`config.mk`:
```
export PLATFORM = sky130hd
export DESIGN_NAME = tmr_bank
export DESIGN_NICKNAME = d
export VERILOG_FILES = /design/src/rtl/tmr_pkg.sv /design/src/rtl/tmr_ctrl_reg.sv /design/src/rtl/tmr_chan.sv /design/src/rtl/tmr_wdog.sv /design/src/rtl/tmr_bank.sv
export SDC_FILE = /design/constraint.sdc
export NUM_CORES = 1
export LEC_CHECK = 0
export BUFFER_PORTS_ARGS = -buffer_cell sky130_fd_sc_hd__buf_4
export CAP_MARGIN = 10
export CORE_MARGIN = 10
export CORE_UTILIZATION = 57
export DETAILED_ROUTE_END_ITERATION = 10
export HOLD_SLACK_MARGIN = 0.15
export MAX_ROUTING_LAYER = met4
export PLACE_DENSITY = 0.74
export SLEW_MARGIN = 20
export SYNTH_ARGS = -nofsm -noshare
export SYNTH_HDL_FRONTEND = slang
export SYNTH_SLANG_ARGS = --single-unit
```
`constraint.sdc`:
```
create_clock -name clk -period 7.4 [get_ports clk]
set_clock_uncertainty 0.1 [all_clocks]
set_input_delay 0 -clock clk [delete_from_list [all_inputs] [get_ports clk]]
set_output_delay 0 -clock clk [all_outputs]
set_load 0.05 [all_outputs]
```
`src/rtl/tmr_pkg.sv`:
```
`timescale 1ns/1ps
package tmr_pkg;
  localparam int unsigned DEF_NUM_TMR = 4;
  localparam int unsigned DEF_CNT_W   = 32;
  localparam int unsigned WD_EN_BIT   = 8;
  localparam int unsigned REF_BASE    = 11;
  localparam int unsigned TMR_BASE_WA = 4;

  function automatic int unsigned en_bit(input int unsigned n);
    return 2 * n;
  endfunction

  function automatic int unsigned auto_bit(input int unsigned n);
    return 2 * n + 1;
  endfunction

  function automatic int unsigned ref_bit(input int unsigned n);
    return REF_BASE + n;
  endfunction
endpackage

```
`src/rtl/tmr_ctrl_reg.sv`:
```
`timescale 1ns/1ps
module tmr_ctrl_reg
  import tmr_pkg::*;
#(
  parameter int unsigned NUM_TMR = DEF_NUM_TMR,
  parameter int unsigned DATA_W  = DEF_CNT_W
) (
  input  logic               clk,
  input  logic               rst_n,
  input  logic               we,
  input  logic [DATA_W-1:0]  wdata,
  output logic [NUM_TMR-1:0] en_o,
  output logic [NUM_TMR-1:0] auto_o,
  output logic [NUM_TMR-1:0] ref_o,
  output logic               wd_en_o,
  output logic [DATA_W-1:0]  rd_o
);
  logic [NUM_TMR-1:0] en_q, en_d, auto_q, auto_d, ref_q, ref_d;
  logic               wd_q, wd_d;
  logic               unused_wdata;

  assign unused_wdata = ^wdata;

  always_comb begin
    en_d   = en_q;
    auto_d = auto_q;
    ref_d  = ref_q;
    wd_d   = wd_q;
    if (we) begin
      for (int n = 0; n < NUM_TMR; n++) begin
        en_d[n]   = wdata[en_bit(n)];
        auto_d[n] = wdata[auto_bit(n)];
        ref_d[n]  = wdata[ref_bit(n)];
      end
      wd_d = wdata[WD_EN_BIT];
    end
  end

  always_ff @(posedge clk or negedge rst_n) begin
    if (!rst_n) begin
      en_q   <= '0;
      auto_q <= '0;
      ref_q  <= '0;
      wd_q   <= 1'b0;
    end else if (we) begin
      en_q   <= en_d;
      auto_q <= auto_d;
      ref_q  <= ref_d;
      wd_q   <= wd_d;
    end
  end

  always_comb begin
    rd_o = '0;
    for (int n = 0; n < NUM_TMR; n++) begin
      rd_o[en_bit(n)]   = en_q[n];
      rd_o[auto_bit(n)] = auto_q[n];
      rd_o[ref_bit(n)]  = ref_q[n];
    end
    rd_o[WD_EN_BIT] = wd_q;
  end

  assign en_o    = en_q;
  assign auto_o  = auto_q;
  assign ref_o   = ref_q;
  assign wd_en_o = wd_q;

  a_r2_hold: assert property (@(posedge clk) disable iff (!rst_n)
    !we |=> $stable(rd_o))
    else $error("control word changed without a write");
endmodule

```
`src/rtl/tmr_chan.sv`:
```
`timescale 1ns/1ps
module tmr_chan
  import tmr_pkg::*;
#(
  parameter int unsigned CNT_W = DEF_CNT_W
) (
  input  logic             clk,
  input  logic             rst_n,
  input  logic             tick,
  input  logic             auto_mode,
  input  logic             val_we,
  input  logic             rel_we,
  input  logic [CNT_W-1:0] wdata,
  output logic [CNT_W-1:0] cnt_o,
  output logic [CNT_W-1:0] rel_o,
  output logic             expired_o
);
  logic [CNT_W-1:0] cnt_q, cnt_d, rel_q, rel_d;
  logic             flag_q, flag_d;
  logic             at_zero, at_one;

  assign at_zero = (cnt_q == '0);
  assign at_one  = (cnt_q == CNT_W'(1));

  always_comb begin
    cnt_d  = cnt_q;
    flag_d = flag_q;
    if (val_we) begin
      cnt_d  = wdata;
      flag_d = 1'b0;
    end else if (tick) begin
      if (at_zero) begin
        if (auto_mode) cnt_d = rel_q;
        else           flag_d = 1'b1;
      end else begin
        cnt_d = cnt_q - CNT_W'(1);
        if (at_one && !auto_mode) flag_d = 1'b1;
      end
    end
    rel_d = rel_we ? wdata : rel_q;
  end

  always_ff @(posedge clk or negedge rst_n) begin
    if (!rst_n) begin
      cnt_q  <= '0;
      flag_q <= 1'b0;
    end else if (val_we || tick) begin
      cnt_q  <= cnt_d;
      flag_q <= flag_d;
    end
  end

  always_ff @(posedge clk or negedge rst_n) begin
    if (!rst_n)      rel_q <= '0;
    else if (rel_we) rel_q <= rel_d;
  end

  assign cnt_o     = cnt_q;
  assign rel_o     = rel_q;
  assign expired_o = flag_q;

  a_r3_dec: assert property (@(posedge clk) disable iff (!rst_n)
    (tick && !val_we && cnt_q != '0) |=> (cnt_q == $past(cnt_q) - CNT_W'(1)))
    else $error("count did not step down by one");
  a_r5_hold: assert property (@(posedge clk) disable iff (!rst_n)
    (!tick && !val_we) |=> $stable(cnt_q))
    else $error("count moved without a tick");
  a_r6_reload: assert property (@(posedge clk) disable iff (!rst_n)
    (tick && !val_we && auto_mode && cnt_q == '0) |=> (cnt_q == $past(rel_q) && !$rose(flag_q)))
    else $error("auto reload failed");
  a_r7_sticky: assert property (@(posedge clk) disable iff (!rst_n)
    (flag_q && !val_we) |=> flag_q)
    else $error("expiry flag dropped without a count write");
  a_r8_write: assert property (@(posedge clk) disable iff (!rst_n)
    val_we |=> (cnt_q == $past(wdata) && !flag_q))
    else $error("count write lost or flag not cleared");
  a_r9_rel_hold: assert property (@(posedge clk) disable iff (!rst_n)
    !rel_we |=> $stable(rel_q))
    else $error("reload changed without a write");
endmodule

```
`src/rtl/tmr_wdog.sv`:
```
`timescale 1ns/1ps
module tmr_wdog
  import tmr_pkg::*;
#(
  parameter int unsigned CNT_W = DEF_CNT_W
) (
  input  logic             clk,
  input  logic             rst_n,
  input  logic             en,
  input  logic             val_we,
  input  logic             rel_we,
  input  logic [CNT_W-1:0] wdata,
  output logic [CNT_W-1:0] cnt_o,
  output logic [CNT_W-1:0] rel_o,
  output logic             rst_o
);
  logic [CNT_W-1:0] cnt_q, cnt_d, rel_q;
  logic             fire_q, fire_d;

  always_comb begin
    cnt_d  = cnt_q;
    fire_d = 1'b0;
    if (val_we) begin
      cnt_d = wdata;
    end else if (en) begin
      if (cnt_q == '0) begin
        fire_d = 1'b1;
        cnt_d  = rel_q;
      end else begin
        cnt_d = cnt_q - CNT_W'(1);
      end
    end
  end

  always_ff @(posedge clk or negedge rst_n) begin
    if (!rst_n) begin
      cnt_q  <= '0;
      fire_q <= 1'b0;
    end else begin
      fire_q <= fire_d;
      if (val_we || en) cnt_q <= cnt_d;
    end
  end

  always_ff @(posedge clk or negedge rst_n) begin
    if (!rst_n)      rel_q <= '0;
    else if (rel_we) rel_q <= wdata;
  end

  assign cnt_o = cnt_q;
  assign rel_o = rel_q;
  assign rst_o = fire_q;

  a_r10_fire: assert property (@(posedge clk) disable iff (!rst_n)
    (en && !val_we && cnt_q == '0) |=> (rst_o && cnt_q == $past(rel_q)))
    else $error("watchdog expiry missed");
  a_r10_quiet: assert property (@(posedge clk) disable iff (!rst_n)
    !en |=> !rst_o)
    else $error("watchdog fired while disabled");
endmodule

```
`src/rtl/tmr_bank.sv`:
```
`timescale 1ns/1ps
module tmr_bank
  import tmr_pkg::*;
#(
  parameter int unsigned NUM_TMR = DEF_NUM_TMR,
  parameter int unsigned CNT_W   = DEF_CNT_W,
  parameter int unsigned AW      = 4
) (
  input  logic               clk,
  input  logic               rst_n,
  input  logic               ref_tick,
  input  logic               bus_we,
  input  logic [AW-1:0]      bus_addr,
  input  logic [CNT_W-1:0]   bus_wdata,
  output logic [CNT_W-1:0]   bus_rdata,
  output logic [NUM_TMR-1:0] tmr_expired,
  output logic               wdog_rst
);
  localparam int unsigned WD_REL_WA = TMR_BASE_WA + 2 * NUM_TMR;
  localparam int unsigned WD_VAL_WA = WD_REL_WA + 1;

  logic [NUM_TMR-1:0] t_en, t_auto, t_ref, t_tick, t_val_we, t_rel_we;
  logic               wd_en;
  logic [CNT_W-1:0]   ctrl_rd, wd_cnt, wd_rel;
  logic [CNT_W-1:0]   t_cnt [NUM_TMR];
  logic [CNT_W-1:0]   t_rel [NUM_TMR];

  tmr_ctrl_reg #(.NUM_TMR(NUM_TMR), .DATA_W(CNT_W)) u_ctrl (
    .clk     (clk),
    .rst_n   (rst_n),
    .we      (bus_we && bus_addr == '0),
    .wdata   (bus_wdata),
    .en_o    (t_en),
    .auto_o  (t_auto),
    .ref_o   (t_ref),
    .wd_en_o (wd_en),
    .rd_o    (ctrl_rd)
  );

  for (genvar n = 0; n < NUM_TMR; n++) begin : g_tmr
    assign t_tick[n]   = t_en[n] && (t_ref[n] ? ref_tick : 1'b1);
    assign t_rel_we[n] = bus_we && (bus_addr == AW'(TMR_BASE_WA + 2 * n));
    assign t_val_we[n] = bus_we && (bus_addr == AW'(TMR_BASE_WA + 2 * n + 1));

    tmr_chan #(.CNT_W(CNT_W)) u_chan (
      .clk       (clk),
      .rst_n     (rst_n),
      .tick      (t_tick[n]),
      .auto_mode (t_auto[n]),
      .val_we    (t_val_we[n]),
      .rel_we    (t_rel_we[n]),
      .wdata     (bus_wdata),
      .cnt_o     (t_cnt[n]),
      .rel_o     (t_rel[n]),
      .expired_o (tmr_expired[n])
    );

    a_r4_ref_gate: assert property (@(posedge clk) disable iff (!rst_n)
      (t_ref[n] && !ref_tick && !t_val_we[n]) |=> $stable(t_cnt[n]))
      else $error("timer counted without a reference strobe");
  end

  tmr_wdog #(.CNT_W(CNT_W)) u_wdog (
    .clk    (clk),
    .rst_n  (rst_n),
    .en     (wd_en),
    .val_we (bus_we && bus_addr == AW'(WD_VAL_WA)),
    .rel_we (bus_we && bus_addr == AW'(WD_REL_WA)),
    .wdata  (bus_wdata),
    .cnt_o  (wd_cnt),
    .rel_o  (wd_rel),
    .rst_o  (wdog_rst)
  );

  always_comb begin
    bus_rdata = '0;
    if (bus_addr == '0) bus_rdata = ctrl_rd;
    for (int n = 0; n < NUM_TMR; n++) begin
      if (bus_addr == AW'(TMR_BASE_WA + 2 * n))     bus_rdata = t_rel[n];
      if (bus_addr == AW'(TMR_BASE_WA + 2 * n + 1)) bus_rdata = t_cnt[n];
    end
    if (bus_addr == AW'(WD_REL_WA)) bus_rdata = wd_rel;
    if (bus_addr == AW'(WD_VAL_WA)) bus_rdata = wd_cnt;
  end

  a_r11_rsvd: assert property (@(posedge clk) disable iff (!rst_n)
    (bus_addr != '0 && bus_addr < AW'(TMR_BASE_WA)) |-> (bus_rdata == '0))
    else $error("reserved word read nonzero");
endmodule

```
# [Word-level counts from Yosys, hierarchy flattened]
# Index checks and enable logic that the tools add are counted.
# Widths: inputs -> output; s select.
[word_totals] reg_bits=338 inputBits=40
[classes] add_sub_neg=5 n_eq_ne=22 muxes=57 reduce_logical=52
[ops] cell="$mux 32" n=29
[ops] cell="$logic_not 32->1" n=5
[ops] cell="$sub 32x1->32 const B" n=5
[ops] cell="$eq 32x1->1 const B" n=4
[ops] cell="$mux 1" n=27
[ops] cell="$eq 4x4->1 const B" n=6
[ops] cell="$ne 3x2->1 const B" n=8
[ops] cell="$logic_and 1x1->1" n=19
[ops] cell="$eq 4x3->1 const B" n=4
[ops] cell="$reduce_and 4->1" n=4
[ops] cell="$mux 15" n=1
[ops] cell="$reduce_and 3->1" n=4
[ops] cell="$reduce_bool 3->1" n=4
[ops] cell="$reduce_bool 2->1" n=5
[ops] cell="$logic_or 1x1->1" n=5
[ops] cell="$logic_not 1->1" n=4
[ops] cell="$logic_not 4->1" n=1
[ops] cell="$reduce_and 2->1" n=1

# [Logic depth before layout (Yosys ltp)]
# Gate-level depths: netlist (run 1).
[depth] depth_word=12 ltp_mapped=10

# [Hierarchy]
# A second synthesis (run 1) with hierarchy kept.
[unflattened] hier_cells=2482 area_unflattened_um2=23605.1
[by_module_without_submodules] module="tmr_chan at g_tmr[1].u_chan ..." instances=3 cells_each=377 area_each_um2=3822.4 seq_area_each_um2=1626.6
[by_module_without_submodules] module="tmr_bank" instances=1 cells_each=552 area_each_um2=3857.4 seq_area_each_um2=0.0
[by_module_without_submodules] module="tmr_chan at g_tmr[0].u_chan" instances=1 cells_each=374 area_each_um2=3793.6 seq_area_each_um2=1626.6
[by_module_without_submodules] module="tmr_wdog" instances=1 cells_each=365 area_each_um2=3722.3 seq_area_each_um2=1626.6
[by_module_without_submodules] module="tmr_ctrl_reg" instances=1 cells_each=60 area_each_um2=764.5 seq_area_each_um2=325.3

# [Worst setup path before layout (run 1)]
# Ideal clock, no wire load.
[synth_path] path_type="in2out" startpoint="input bus_addr[0]" endpoint="output bus_rdata[12]" t_arrival_ps=2784 required_ps=7300 slack_ps=4516 path_stages=8 path_buffers=4 cell_sequence="clkbuf_1 > buf_1 > clkbuf_1 > buf_1 > o21ai_0 > a21oi_1 > a21oi_1 > o21ai_0"
[synth_between] elab_chain_cells=12 word_cells_on_any_way=22 classes_between="10 x eq/ne; 11 x mux; 1 x reduce/logical"
[synth_lines] item="start: declaration" line="tmr_bank.sv:13" text="input logic [AW-1:0] bus_addr,"
[synth_lines] item="$logic_not 4->1" line="tmr_bank.sv:77" text="if (bus_addr == '0) bus_rdata = ctrl_rd;"
[synth_lines] item="$mux 15" line="tmr_bank.sv:77"
[synth_lines] item="$mux 32" line="tmr_bank.sv:79" text="if (bus_addr == AW'(TMR_BASE_WA + 2 * n)) bus_rdata = t_rel[n];"
[synth_lines] item="$mux 32" line="tmr_bank.sv:80" text="if (bus_addr == AW'(TMR_BASE_WA + 2 * n + 1)) bus_rdata = t_cnt[n];"
[synth_lines] item="$mux 32" line="tmr_bank.sv:79"
[synth_lines] item="$mux 32" line="tmr_bank.sv:80"
[synth_lines] item="$mux 32" line="tmr_bank.sv:79"
[synth_lines] item="$mux 32" line="tmr_bank.sv:80"
[synth_lines] item="$mux 32" line="tmr_bank.sv:79"
[synth_lines] item="$mux 32" line="tmr_bank.sv:80"
[synth_lines] item="$mux 32" line="tmr_bank.sv:82" text="if (bus_addr == AW'(WD_REL_WA)) bus_rdata = wd_rel;"
[synth_lines] item="$mux 32 (*)" line="tmr_bank.sv:83" text="if (bus_addr == AW'(WD_VAL_WA)) bus_rdata = wd_cnt;"
[synth_lines] item="end: declaration" line="tmr_bank.sv:15" text="output logic [CNT_W-1:0] bus_rdata,"
# Every way passes the cells marked *; elsewhere a longest branch is shown, timed or not.

# [Worst setup path after layout (run 1)]
[layout_path] startpoint="register g_tmr[3].u_chan.cnt_q[6]" endpoint="register g_tmr[3].u_chan.cnt_q[20]"
[layout_between] elab_chain_cells=4 word_cells_on_any_way=7 classes_between="1 x add/sub; 1 x eq/ne; 3 x mux; 2 x reduce/logical"
[layout_lines] item="start: declaration" line="tmr_chan.sv:18" text="logic [CNT_W-1:0] cnt_q, cnt_d, rel_q, rel_d;"
[layout_lines] item="start signal: assignment" line="tmr_chan.sv:48" text="cnt_q <= cnt_d;"
[layout_lines] item="$sub 32x1->32 / $logic_not 32->1 (equally long branches)" line="tmr_chan.sv:36, tmr_chan.sv:22"
[layout_lines] item="$mux 32" line="tmr_chan.sv:32" text="if (at_zero) begin"
[layout_lines] item="$mux 32" line="tmr_chan.sv:31" text="end else if (tick) begin"
[layout_lines] item="$mux 32" line="tmr_chan.sv:28" text="if (val_we) begin"
# Several ways; a longest one is shown, not always the timed one. The select of a mux whose other input is x is not followed.
# A chain may end at the register's enable or synchronous reset.

==> results of run 1 <==
## how the worst max path moves through the flow
stage / endpoint / cells after the start / startpoint / slack [ps]
after floorplan: bus_rdata[12] / 8 / bus_addr[0] / 4520
after global placement: g_tmr[1].u_chan.cnt_o[10]$_DFFE_PN0P_ / 6 / g_tmr[1].u_chan.cnt_o[18]$_DFFE_PN0P_ / 3770
after detailed placement: g_tmr[1].u_chan.cnt_o[30]$_DFFE_PN0P_ / 7 / g_tmr[1].u_chan.cnt_o[18]$_DFFE_PN0P_ / 3660
after CTS: g_tmr[3].u_chan.cnt_o[20]$_DFFE_PN0P_ / 7 / g_tmr[3].u_chan.cnt_o[6]$_DFFE_PN0P_ / 3530
after global routing: g_tmr[3].u_chan.cnt_o[20]$_DFFE_PN0P_ / 7 / g_tmr[3].u_chan.cnt_o[6]$_DFFE_PN0P_ / 3150
final: g_tmr[3].u_chan.cnt_o[20]$_DFFE_PN0P_ / 7 / g_tmr[3].u_chan.cnt_o[6]$_DFFE_PN0P_ / 3390
## cells by family (layout without fill, tap and decap cells)
logic type,Yosys count,in the layout,synth area share [%]
compound gates,694,694,21.9
xor+xnor,79,79,3.20
fa+ha+maj,14,14,0.811
buf+inv,261,263,5.13
flops,338,338,39.2
mux,219,219,11.5
simple gates,773,773,18.3
## critical path, stage by stage, from the launching register on
cell and delay [ps]:
dfrtp_1 440, nor4_1 760, nand3_1 570, nor4b_2 490, a21o_2 660, a21oi_1 150
a21oi_1 200, dlygate4sd3_1 580
## metal layers
metal	vias to the layer above	GRT usage, %
met5	-	-
met4	0	19.1
met3	290	9.25
met2	1451	48.9
met1	10100	47.3
li1	8901	-
## cell type report
type / instances / area (um^2) / area share [%]
clock buffers: 53 / 1140 / 4.76
clock inverters: 16 / 216 / 0.902
inverters: 41 / 154 / 0.642
multi-input cells: 1779 / 12100 / 50.4
flip-flops and latches: 338 / 8460 / 35.3
well taps: 511 / 639 / 2.67
repair buffers: 153 / 1290 / 5.36
## registers in the layout, indices dropped and copies added (netlist names)
name and flops:
g_tmr.u_chan.cnt_o 128, g_tmr.u_chan.expired_o 4, g_tmr.u_chan.rel_o 128, u_ctrl.auto_o 4, u_ctrl.en_o 4, u_ctrl.ref_o 4
u_ctrl.wd_en_o 1, u_wdog.cnt_o 32, u_wdog.rel_o 32, u_wdog.rst_o 1
## cell usage in the layout (no fill, tap or decap), types with 38 or more instances in the layout
master         netlist  final
nor4_1              51     49
mux2_2             180    180
xor2_1              41     41
nor2_1             223    220
dfrtp_1            338    338
inv_1               41     41
clkbuf_16            0     41
a21oi_1            174    174
nand2_1            169    169
o21ai_0            111    111
o211ai_1            40     40
nor3_1              54     52
o22ai_1             39     39
o221ai_1            38     38
buf_4                8    110
nand3_1             72     72
dlygate4sd3_1        0     39
xnor2_1             38     38
## report_power, final
part           internal (W)  switching [W]
registers           0.00242       0.000904
clock network       0.00126       0.000832
logic               0.00108        0.00146
## timing repair
| item | CTS | global route |
|---|---|---|
| hold endpoints to repair | 435 | 0 |
| hold buffers | 40 | 0 |
| setup buffers | 0 | 0 |
## through the flow
| step | instance area, um^2 | total power, W | worst slack [ps] | cells | utilization (%) |
|---|---|---|---|---|---|
| floorplan | 21600 | 0.00485 | 4520 | 2378 | - |
| global placement | 22200 | 0.00563 | 3770 | 2781 | 59.2 |
| detailed placement | 22200 | 0.00573 | 3660 | 2781 | 59.2 |
| finish | 24000 | 0.00795 | 3390 | 2891 | 64.0 |
| global route | 24000 | 0.00830 | 3150 | 2891 | 64.0 |
| CTS | 24000 | 0.00784 | 3530 | 2890 | 63.9 |
==> reports/results.ini, run 1 <==
[outcome]
status=finished, final reports clean

[final_layout]
antenna_cells=0
final_nets=2407
area_growth_pct=11.1
drive_above_1_share_pct=17.9
fill_cells=3155

[power]
vdd_drop_max_uv=301
powerDensity_nw_per_um2=331
p_leak_nw=9.77

[drt]
drt-vias-per-instance=7.18
first_pass_iters=8
wl_met2_um=34400
wl_um=82600
vias=20800
dr_wl_met3_um=11000
drt-initial-drc-count=3127
post_drt_wl_per_cell_um=28.6
remaining_drc_errors=0
met1_length_um=32200
postRouteAntennaNets=0
top_layer=met4

[global_route]
first_global_vias=19200
grt_max_degree=167
overflow=0
grtUsageTotal_pct=35.6
antenna_found_initial=3
grt_pass1_wl_um=124000

[synthesis]
ys_seq_area_share_pct=39.2
yosys_warnings=0
ys_seq_elements=338
yosysMostFrequentCell=dfrtp_1
synthCells=2378
synth_area_leader_cell=dfrtp_1
yosys_most_used_dff=dfrtp_1
synth_area_um2=21600
synth_common_cells=338 x dfrtp_1, 223 x nor2_1, 180 x mux2_2
synth_top_area_share_pct=39.2
avgSynthCellArea_um2=9.08
synth.distinct_cells=85
ys_async_sr_fraction_pct=100
synth_edf_count=0
yosys-top-cells-area=dfrtp_1 39%, mux2_2 9.4%, a21oi_1 4.0%, nor2_1 3.9%, nand2_1 2.9%
syn_nets=2432

[clock_tree]
insertion_delay_ps=580
cts_root_buffer=clkbuf_16
cts_tree=built
cts.clk_slew.worst_paths_ps=60
post_cts_resized=0
cts_htree_levels=2
cts_sinks=338
cts_buffer_depth=3
numCtsBuffers=40

[worst_setup_path]
critPathKind=reg2reg
reg2reg_depth=7
r2r_start=g_tmr[3].u_chan.cnt_o[6]$_DFFE_PN0P_
reg2reg_to=g_tmr[3].u_chan.cnt_o[20]$_DFFE_PN0P_
critPathCaptureType=flop
cp.arrival_ps=4410
r2r_setup_slack_ps=3390
worst-endpoint-required_ps=7810
cp-start-kind=flop
critPathMaxFanout=33

[floorplanning]
start_util_pct=57.6
rows=71
die_area_um2=46100
core_area_um2=37500
die_w_um=215
io_pins=77
die_h_um=215

[sta]
slew_headroom_pct=10.1
fin_crit_sh_pct=54.1
rsz0062_at_grt=false
hold_viol_final=0
setup_violations=0
hold_slack_ps=276
fmax_mhz=250
period_minus_slack_ps=4010
drv_slew=0
tns_ps=0
tightest_slew_ps=1350

[hold_path]
hold_class=in2reg
hold_path_depth=4
hold_end=g_tmr[0].u_chan.cnt_o[9]$_DFFE_PN0P_
hold_path.startpoint=bus_wdata[9]

[placement]
routabilityCongestion=1.05
dpl.hpwl_um=55600
port_buffers=76

[job]
drv_cap=0

No activity file was read; power rests on OpenSTA's default activity.
==> run 2: changes to the inputs <==
==> constraint.sdc (replaced) <==
create_clock -name clk -period 3.94 [get_ports clk]
set_clock_uncertainty 0.1 [all_clocks]
set_input_delay 0 -clock clk [delete_from_list [all_inputs] [get_ports clk]]
set_output_delay 0 -clock clk [all_outputs]
set_load 0.05 [all_outputs]
==> run 2 against run 1 <==
Against the previous run: combinational power up 92%; sequential share of layout area down 0.63 points; register-to-register slack worse by 2800 ps; first-iteration DRC count down 8.5%; via count up 0.72%; clock-buffer cell count down 1; hold slack better by 7.2 ps; cell count up 1.6%.
==> reports/results.ini, run 2 (synthesized netlist as in run 1, its figures left out) <==
[final_layout]
drive_above_1_share_pct=19.3  ; was 17.9%
final_nets=2451  ; was 2407
final_cells=2937  ; was 2891
final_common_cell=dfrtp_1  ; unchanged
area_growth_pct=13.1  ; was 11.1%
fill_cells=3117  ; was 3155
final_cell_mix=338 x dfrtp_1, 220 x nor2_1, 180 x mux2_2  ; unchanged

[placement]
dpl.hpwl_um=58300  ; was 55600 um
routabilityCongestion=1.07  ; was 1.05
dp_cells=2828  ; was 2781
dp_slack_ps=744  ; was 3660 ps
port_buffers=76  ; unchanged

[drt]
drt-vias-per-instance=7.12  ; was 7.18
first_pass_iters=7  ; was 8
wl_met2_um=35600  ; was 34400 um
top_layer=met4  ; unchanged
dr_wl_met3_um=11700  ; was 11000 um
remaining_drc_errors=0  ; unchanged
met1_length_um=33300  ; was 32200 um
drt-initial-drc-count=2860  ; was 3127
wl_um=85300  ; was 82600 um
post_drt_wl_per_cell_um=29.0  ; was 28.6 um
vias=20900  ; was 20.8k
postRouteAntennaNets=0  ; unchanged

[sta]
hold_viol_final=0  ; unchanged
fin_ws_ps=642  ; was 3390 ps
rsz0062_at_grt=false  ; unchanged
tightest_slew_ps=1140  ; was 1350 ps
period_minus_slack_ps=3300
slew_headroom_pct=23.7  ; was 10.1%
fin_crit_sh_pct=83.7
setup_violations=0  ; unchanged
drv_slew=0  ; unchanged
tns_ps=0  ; unchanged
fmax_mhz=303

[clock_tree]
cts_buffer_depth=3  ; unchanged
cts_root_buffer=clkbuf_16  ; unchanged
cts_sinks=338  ; unchanged
cts_htree_levels=2  ; unchanged
cts.clk_slew.worst_paths_ps=60  ; about the same
numCtsBuffers=39  ; was 40
cts_tree=built  ; unchanged
insertion_delay_ps=590  ; was 580 ps

[floorplanning]
start_util_pct=57.6  ; unchanged
die_h_um=215  ; unchanged
die_area_um2=46100  ; unchanged
die_w_um=215  ; unchanged
io_pins=77  ; unchanged
rows=71  ; unchanged
core_area_um2=37500  ; unchanged

[global_route]
grt_max_degree=86  ; was 167
overflow=0  ; unchanged
grtUsageTotal_pct=36.8  ; was 35.6%
antenna_found_initial=1  ; was 3
grt_pass1_wl_um=128000  ; was 124000 um
first_global_vias=19800  ; was 19.2k

[worst_setup_path]
critPathKind=reg2out  ; was reg2reg
worst-endpoint-required_ps=3840  ; was 7810 ps
crit_chain=nor2b_1 -> o221ai_1 -> o221ai_1 -> o221ai_1 -> a221oi_1 -> a21o_1 -> buf_4  ; was nor4_1 -> nand3_1 -> nor4b_2 -> a21o_2 -> a21oi_1 -> a21oi_1 -> dlygate4sd3_1
crit_top_cell=o221ai_1  ; was a21oi_1
cp-start-kind=flop  ; unchanged
critPathCaptureType=primary output  ; was flop
critPathMaxFanout=11  ; was 33
cp.arrival_ps=3200  ; was 4410 ps
slowest_stage=dfrtp_1  ; was nor4_1
slowest_delay_ps=660  ; was 760 ps

[power]
powerDensity_nw_per_um2=625  ; was 331 nW/um^2
vdd_drop_max_uv=459  ; was 301 uV
p_leak_nw=10.0  ; was 9.77 nW
p_total_w=0.0153  ; was 0.00795 W

[job]
drv_cap=0  ; unchanged

[hold_path]
hold_class=in2reg  ; unchanged

[outcome]
status=finished, final reports clean  ; unchanged

==> run 2: changes by cell type in the layout (fill, tap and decap cells not counted), moves of 2 or more <==
cell        previous run  this run
nor4_2                 9         7
buf_12                 1         4
clkinvlp_4             3         1
nor4_1                49        51
diode_2                0         2
bufinv_16              5         9
buf_4                110       154
clkinv_2               7         4
==> run 2: final timing paths <==
kind / start / to / slack, ps / depth (start not counted)
worst max-delay path: u_ctrl.auto_o[1]$_DFFE_PN0P_ / bus_rdata[3] / 640 / 7
worst min-delay path: bus_wdata[25] / g_tmr[1].u_chan.cnt_o[25]$_DFFE_PN0P_ / 280 / 4
worst max register to register: g_tmr[2].u_chan.cnt_o[14]$_DFFE_PN0P_ / g_tmr[2].u_chan.cnt_o[0]$_DFFE_PN0P_ / 640 / 7
worst min register to register: g_tmr[0].u_chan.expired_o$_DFFE_PN0P_ / g_tmr[0].u_chan.expired_o$_DFFE_PN0P_ / 400 / 1
max in group asynchronous: rst_n / u_wdog.rel_o[16]$_DFFE_PN0P_ / 2710 / 4
min in group asynchronous: rst_n / g_tmr[0].u_chan.rel_o[27]$_DFFE_PN0P_ / 570 / 4
==> run 2: repair_timing <==
item                      in CTS  in global routing
hold endpoints to repair     670                  0
setup buffers                  0                  0
resized for setup              0                  0
hold buffers                  39                  0
==> run 2: critical path: cells and delay by family (launching register included) <==
family | cells | cell delay (ps)
AOI/OAI and AO/OA | 5 | 1540
DFF | 1 | 660
and+or+nand+nor | 1 | 230
buffers and inverters | 1 | 190
==> run 2: where the power goes <==
group,internal (W),leakage [nW],switching (W)
sequential,0.00454,4.11,0.00171
clock,0.00256,0.698,0.00157
combinational,0.00210,5.22,0.00279
total,0.00920,10.0,0.00607
==> run 2: area by class of cell <==
| cell class | count | area [um^2] | share of cell area [%] |
|---|---|---|---|
| Multi-Input combinational cell | 1779 | 12100 | 49.5 |
| Sequential cell | 338 | 8460 | 34.6 |
| Timing Repair Buffer | 198 | 1660 | 6.79 |
| Clock buffer | 52 | 1110 | 4.53 |
| Tap cell | 511 | 639 | 2.62 |
| Clock inverter | 16 | 323 | 1.32 |
| Inverter | 41 | 154 | 0.630 |
| Antenna cell | 2 | 5.00 | 0.0205 |
==> run 2: per-layer routing <==
metal	up-vias	global-route usage (%)
li1	8984	-
met1	10300	48.2
met2	1403	50.8
met3	260	11.5
met4	0	17.4
met5	-	-
==> run 2: stage by stage <==
stage | instance area [um^2] | hold WS, ps | util [%]
global route | 24400 | 287 | 65.1
global placement | 22600 | -47.7 | 60.2
CTS | 24400 | 243 | 65.1
detailed placement | 22600 | -32.1 | 60.2
finish | 24400 | 284 | 65.1
floorplan | 21600 | -396 | -
